--- src/rtl/pstate_pkg.sv ---
package pstate_pkg;

  typedef enum logic [1:0] {
    ST_IDLE   = 2'd0,
    ST_RFIRST = 2'd1,
    ST_VRAMP  = 2'd2
  } seq_state_t;

  // strobes from control to datapath
  typedef struct packed {
    logic latchTgt;
    logic stepVid;
    logic loadRatio;
    logic decCnt;
  } seq_ctrl_t;

  // status from datapath to control
  typedef struct packed {
    logic reqDiff;
    logic reqUp;
    logic vidDone;
    logic cntZero;
  } seq_stat_t;

endpackage

--- src/rtl/pstate_dp.sv ---
module pstate_dp
  import pstate_pkg::*;
#(
  parameter int VID_W = 8,
  parameter int RATIO_W = 6,
  parameter int DWELL_W = 8,
  parameter int BUS_W = 4,
  parameter logic [RATIO_W-1:0] MAX_RATIO = 6'd40,
  parameter logic [VID_W-1:0] BOOT_VID = 8'h50,
  parameter logic [RATIO_W-1:0] BOOT_RATIO = 6'd20,
  parameter logic [BUS_W-1:0] BUS_CODE = 4'd7
) (
  input  logic               clk,
  input  logic               rst_n,
  input  logic               wrEn,
  input  logic               wrCore,
  input  logic [RATIO_W-1:0] wrRatio,
  input  logic [VID_W-1:0]   wrVid,
  input  logic [DWELL_W-1:0] dwellCycles,
  input  seq_ctrl_t          ctrl,
  output seq_stat_t          stat,
  output logic [VID_W-1:0]   vidOut,
  output logic [RATIO_W-1:0] ratioOut,
  output logic [BUS_W-1:0]   busCode
);

  localparam int N_CORES = 2;
  localparam logic [VID_W-1:0] VID_ONE = 1;
  localparam logic [DWELL_W-1:0] CNT_ONE = 1;

  logic [N_CORES*VID_W-1:0]   reqVidFlat;
  logic [N_CORES*RATIO_W-1:0] reqRatioFlat;
  logic [RATIO_W-1:0] wrRatioLim;
  logic [VID_W-1:0]   resVid, tgtVid, vidQ;
  logic [RATIO_W-1:0] resRatio, tgtRatio, ratioQ;
  logic [DWELL_W-1:0] cntQ;

  assign wrRatioLim = (wrRatio > MAX_RATIO) ? MAX_RATIO : wrRatio;

  // one request register per core
  for (genvar c = 0; c < N_CORES; c++) begin : g_core
    logic [VID_W-1:0]   vidReq;
    logic [RATIO_W-1:0] ratioReq;
    always_ff @(posedge clk) begin
      if (!rst_n) begin
        vidReq   <= BOOT_VID;
        ratioReq <= BOOT_RATIO;
      end else if (wrEn && (wrCore == 1'(c))) begin
        vidReq   <= wrVid;
        ratioReq <= wrRatioLim;
      end
    end
    assign reqVidFlat[c*VID_W +: VID_W]       = vidReq;
    assign reqRatioFlat[c*RATIO_W +: RATIO_W] = ratioReq;
  end

  // package target: highest request per field
  always_comb begin
    resVid   = reqVidFlat[VID_W-1:0];
    resRatio = reqRatioFlat[RATIO_W-1:0];
    for (int i = 1; i < N_CORES; i++) begin
      if (reqVidFlat[i*VID_W +: VID_W] > resVid)
        resVid = reqVidFlat[i*VID_W +: VID_W];
      if (reqRatioFlat[i*RATIO_W +: RATIO_W] > resRatio)
        resRatio = reqRatioFlat[i*RATIO_W +: RATIO_W];
    end
  end

  always_ff @(posedge clk) begin
    if (!rst_n) begin
      tgtVid   <= BOOT_VID;
      tgtRatio <= BOOT_RATIO;
      vidQ     <= BOOT_VID;
      ratioQ   <= BOOT_RATIO;
      cntQ     <= '0;
    end else begin
      if (ctrl.latchTgt) begin
        tgtVid   <= resVid;
        tgtRatio <= resRatio;
      end
      if (ctrl.stepVid) begin
        vidQ <= (tgtVid > vidQ) ? vidQ + VID_ONE : vidQ - VID_ONE;
        cntQ <= dwellCycles;
      end else if (ctrl.decCnt) begin
        cntQ <= cntQ - CNT_ONE;
      end
      if (ctrl.loadRatio)
        ratioQ <= tgtRatio;
    end
  end

  assign stat.reqDiff = (resVid != vidQ) || (resRatio != ratioQ);
  assign stat.reqUp   = resRatio > ratioQ;
  assign stat.vidDone = vidQ == tgtVid;
  assign stat.cntZero = cntQ == '0;

  assign vidOut   = vidQ;
  assign ratioOut = ratioQ;
  assign busCode  = BUS_CODE;

endmodule

--- src/rtl/pstate_ctrl.sv ---
module pstate_ctrl
  import pstate_pkg::*;
(
  input  logic      clk,
  input  logic      rst_n,
  input  seq_stat_t stat,
  output seq_ctrl_t ctrl,
  output logic      busy
);

  seq_state_t stateQ, stateD;
  logic ratioAfterQ, ratioAfterD;

  always_comb begin
    stateD      = stateQ;
    ratioAfterD = ratioAfterQ;
    ctrl        = '0;
    unique case (stateQ)
      ST_IDLE: begin
        if (stat.reqDiff) begin
          ctrl.latchTgt = 1'b1;
          ratioAfterD   = stat.reqUp;
          stateD        = stat.reqUp ? ST_VRAMP : ST_RFIRST;
        end
      end
      ST_RFIRST: begin
        ctrl.loadRatio = 1'b1;
        stateD         = ST_VRAMP;
      end
      ST_VRAMP: begin
        if (!stat.cntZero) begin
          ctrl.decCnt = 1'b1;
        end else if (!stat.vidDone) begin
          ctrl.stepVid = 1'b1;
        end else begin
          ctrl.loadRatio = ratioAfterQ;
          stateD         = ST_IDLE;
        end
      end
      default: stateD = ST_IDLE;
    endcase
  end

  always_ff @(posedge clk) begin
    if (!rst_n) begin
      stateQ      <= ST_IDLE;
      ratioAfterQ <= 1'b0;
    end else begin
      stateQ      <= stateD;
      ratioAfterQ <= ratioAfterD;
    end
  end

  assign busy = stateQ != ST_IDLE;

endmodule

--- src/rtl/pstate_seq.sv ---
module pstate_seq
  import pstate_pkg::*;
#(
  parameter int VID_W = 8,
  parameter int RATIO_W = 6,
  parameter int DWELL_W = 8,
  parameter int BUS_W = 4,
  parameter logic [RATIO_W-1:0] MAX_RATIO = 6'd40,
  parameter logic [VID_W-1:0] BOOT_VID = 8'h50,
  parameter logic [RATIO_W-1:0] BOOT_RATIO = 6'd20,
  parameter logic [BUS_W-1:0] BUS_CODE = 4'd7
) (
  input  logic               clk,
  input  logic               rst_n,
  input  logic               wrEn,
  input  logic               wrCore,
  input  logic [RATIO_W-1:0] wrRatio,
  input  logic [VID_W-1:0]   wrVid,
  input  logic [DWELL_W-1:0] dwellCycles,
  output logic [VID_W-1:0]   vidOut,
  output logic [RATIO_W-1:0] ratioOut,
  output logic [BUS_W-1:0]   busCode,
  output logic               busy
);

  seq_ctrl_t ctrl;
  seq_stat_t stat;

  pstate_ctrl u_ctrl (
    .clk  (clk),
    .rst_n(rst_n),
    .stat (stat),
    .ctrl (ctrl),
    .busy (busy)
  );

  pstate_dp #(
    .VID_W(VID_W), .RATIO_W(RATIO_W), .DWELL_W(DWELL_W), .BUS_W(BUS_W),
    .MAX_RATIO(MAX_RATIO), .BOOT_VID(BOOT_VID), .BOOT_RATIO(BOOT_RATIO),
    .BUS_CODE(BUS_CODE)
  ) u_dp (
    .clk        (clk),
    .rst_n      (rst_n),
    .wrEn       (wrEn),
    .wrCore     (wrCore),
    .wrRatio    (wrRatio),
    .wrVid      (wrVid),
    .dwellCycles(dwellCycles),
    .ctrl       (ctrl),
    .stat       (stat),
    .vidOut     (vidOut),
    .ratioOut   (ratioOut),
    .busCode    (busCode)
  );

endmodule

--- config.mk ---
export PLATFORM = sky130hd
export DESIGN_NAME = pstate_seq
export DESIGN_NICKNAME = d
export VERILOG_FILES = /design/src/rtl/pstate_pkg.sv /design/src/rtl/pstate_dp.sv /design/src/rtl/pstate_ctrl.sv /design/src/rtl/pstate_seq.sv
export SDC_FILE = /design/constraint.sdc
export NUM_CORES = 1
export LEC_CHECK = 0
export BUFFER_PORTS_ARGS = -buffer_cell sky130_fd_sc_hd__buf_2
export CAP_MARGIN = 20
export CELL_PAD_IN_SITES_DETAIL_PLACEMENT = 2
export CELL_PAD_IN_SITES_GLOBAL_PLACEMENT = 2
export CORE_UTILIZATION = 38
export DETAILED_ROUTE_END_ITERATION = 16
export GPL_TIMING_DRIVEN = 0
export PLACE_DENSITY_LB_ADDON = 0.1
export SLEW_MARGIN = 30
export SYNTH_ARGS = -nofsm -noshare
export SYNTH_HDL_FRONTEND = slang
export SYNTH_SLANG_ARGS = --single-unit
--- constraint.sdc ---
create_clock -name clk -period 5.7 [get_ports clk]
set_input_delay 0.285 -clock clk [delete_from_list [all_inputs] [get_ports clk]]
set_output_delay 0.285 -clock clk [all_outputs]
set_load 0.005 [all_outputs]
==> reports/results.tsv <==
metric	value	unit
cts_tree	built	
fin_nets	623	
drc_errors	0	
cts_made_buffers	9	
cts.sinks	67	
relSlewSlack	41.2	%
seq_area	0.00134	mm2
slowest_delay	0.66	ns
peakVddDrop	0.000351	V
tightestPinTransition	0.870	ns
path_max_fanout	8	
cts_setup_buffers	0	
rsz0062_at_grt	false	
required	5.94	ns
cellLeakagePower	0.00205	uW
grt_usage	25.0	%
maxSlewViolCount	0	
antenna_left	0	
final-hold-violation-count	0	
crit_buf_inv	2	
multi_input_area	0.00253	mm2
finalNonFillerCells	699	
cts-htree-levels	3	
nFillCells	1237	
vias	3867	
skew	0.0109	ns
worstHoldStart	wrVid[6]	
vias_per_cell	5.53	
startpoint_type	flop	
worstPathArrival	4.67	ns
worstHoldEndpoint	u_dp.g_core[1].vidReq[6]	
synth_seq_cells	67	
postSynthCellCount	506	
drt-pass1-iter-count	4	
crit_path_end_kind	flop	
grt.overflow.total	0	
portBuffers	39	
cp_top_family	compound AO/OA/AOI/OAI gates	
grt_max_degree	13	
design_area	0.00466	mm2
fin_ws	1.27	ns
cts_root_buf	clkbuf_8	
hold_path_class	in2reg	
syn_area_per_cell	8.12	um2
fmax	0.226	GHz
setup_violations	0	
drive_above_1_share	13.5	%
rr_worst_depth	17	
place_hpwl	10100	um
worstPathCellList	inv_1 > ha_1 > nand4_1 > or2_2 > clkbuf_1 > nand3_1 > nand2_1 > a41oi_1 > ha_1 > a21o_1 > a21oi_1 > nor2b_1 > o21a_1 > o41ai_1 > xnor2_1 > nand2_1 > mux2i_1	
drt_iter0_drc	119	
place_area	0.00448	mm2
holdPathStages	3	
finalWirelength	13000	um
clkTransAtPathRegs	0.08	ns
cap_violations	0	
timing.final.crit_share	77.8	%
syn2layout_area_growth	13.4	%
die_w	106	um
cts_resized	0	
antenna_found_initial	0	
reg2reg_from	u_dp.vidOut[1]	
status	finished, final reports clean	
initial_core_util	39.5	%
ys.warnings.count	0	
synth_ff_type	dfxtp_1	
synth_edf_count	0	
worstSetupPathType	reg2reg	
async_flop_share	0	%
r2r-end	u_dp.vidOut[7]	
clk_path_buf_depth	2	
die_h	106	um
tns	0	ns
place_inst	683	
synthesis.area	0.00411	mm2
ioPinCount	45	
rows	37	
dieArea	0.0112	mm2
holdBufCountCts	0	
period_needed	4.43	ns
grt_pass1_vias	4284	
seq_area_frac_synth	32.6	%
crit_slowest_cell	a41oi_1	
reg2reg_slack	1.27	ns
core_area	0.0104	mm2
pre_cts_slack	1.20	ns
insertion_delay	0.36	ns
wl_per_cell	18.6	um
grt_pass1_wl	21700	um
gp_congestion	0.803	
diodes	0	
synth_cell_types	62	
p_per_area	631	mW/mm2
## how the worst max path moves through the flow
stage                         startpoint        endpoint  slack [ns]  cells after the start
final                     u_dp.vidOut[1]  u_dp.vidOut[7]        1.27                     17
after floorplan           u_dp.vidOut[1]  u_dp.vidOut[7]        2.06                     17
after global placement    u_dp.vidOut[7]  u_dp.vidOut[7]        1.36                     17
after CTS                 u_dp.vidOut[1]  u_dp.vidOut[7]        1.16                     17
after global routing      u_dp.vidOut[1]  u_dp.vidOut[7]        0.89                     17
after detailed placement  u_dp.vidOut[7]  u_dp.vidOut[7]        1.20                     17
## report_power, final
part	switching [uW]	total (uW)	internal [uW]
registers	124	695	570
clock network	198	367	169
logic	1070	1880	808
total	1390	2940	1550
## sequential cells by signal, indices dropped and copies added, names as in the netlist
| register | flops |
|---|---|
| u_dp.vidOut | 8 |
| u_dp.cntQ | 8 |
| u_dp.tgtVid | 8 |
| u_dp.g_core.vidReq | 16 |
| u_ctrl.stateQ | 2 |
| u_dp.tgtRatio | 6 |
| u_ctrl.ratioAfterQ | 1 |
| u_dp.ratioOut | 6 |
| u_dp.g_core.ratioReq | 12 |
## tightest hold or removal path, stage by stage
cell     delay [ns]
buf_2          0.09
nand2_1        0.04
nand3_1        0.07
## logic make-up (layout without fill, tap and decap cells)
group	Yosys count	count (layout)	share of synthesized area, %
other	2	4	0.183
AO/OA/AOI/OAI	129	129	21.3
buffers and inverters	60	115	6.06
AND/OR/NAND/NOR	178	178	20.6
multiplexers	16	16	3.93
flip-flops	67	67	32.6
adder cells (fa/ha/maj)	39	39	12.1
XOR/XNOR	15	15	3.20
## metrics by stage
step	hold slack, ns	utilization, %	power [uW]
after floorplan	0.409	-	2090
after global placement	0.435	43.0	2450
after detailed placement	0.456	43.0	2570
after CTS	0.150	44.8	2990
after global routing	0.163	44.8	3210
final	0.168	44.8	2940
## area by class of cell
class	instances	area share, %
multi-input combinational	381	54.2
sequential	67	28.8
timing repair buffer	39	4.19
tap	136	3.65
inverter	37	2.98
clock buffer	10	2.95
buffer	23	2.36
clock inverter	6	0.886
## synthesized netlist by cell type, types with 8 or more instances
master | number | area [um2]
nor2b_1 | 8 | 50.1
a211oi_1 | 9 | 67.6
o21ai_0 | 23 | 115
nor3_1 | 8 | 40.0
a21oi_1 | 42 | 210
o211ai_1 | 11 | 82.6
xnor2_1 | 9 | 78.8
nand2_1 | 96 | 360
nor2_1 | 23 | 86.3
clkbuf_1 | 17 | 63.8
ha_1 | 38 | 475
nand3_1 | 15 | 75.1
mux2i_1 | 15 | 150
inv_1 | 35 | 131
dfxtp_1 | 67 | 1340
## cells in the final DEF (no fill, tap or decap), types with 4 or more instances in the layout
master     Yosys  routed
nor2_1        23      23
nand2_1       96      96
inv_1         35      35
buf_2          1      40
o211a_1        5       5
a21o_1         4       4
conb_1         2       4
a211oi_1       9       9
a21oi_1       42      42
xor2_1         6       6
mux2i_1       15      15
o2111ai_1      4       4
nand2b_1       4       4
xnor2_1        9       9
dfxtp_1       67      67
o211ai_1      11      11
clkbuf_1      17      17
o21ai_0       23      23
ha_1          38      38
nor2b_1        8       8
and3_1         4       4
nor3_1         8       8
o21a_1         6       6
clkbuf_8       0      10
buf_4          4       4
nand3_1       15      15
## per-layer routing
| layer | up-vias | global-route usage (%) | wire, um |
|---|---|---|---|
| met2 | 45 | 46.4 | 6820 |
| met1 | 1939 | 29.7 | 5740 |
| met3 | 19 | 3.37 | 237 |
| li1 | 1864 | - | - |
| met4 | 0 | 7.94 | 210 |
| met5 | - | 0 | 0 |
No activity file was read; power rests on OpenSTA's default activity.
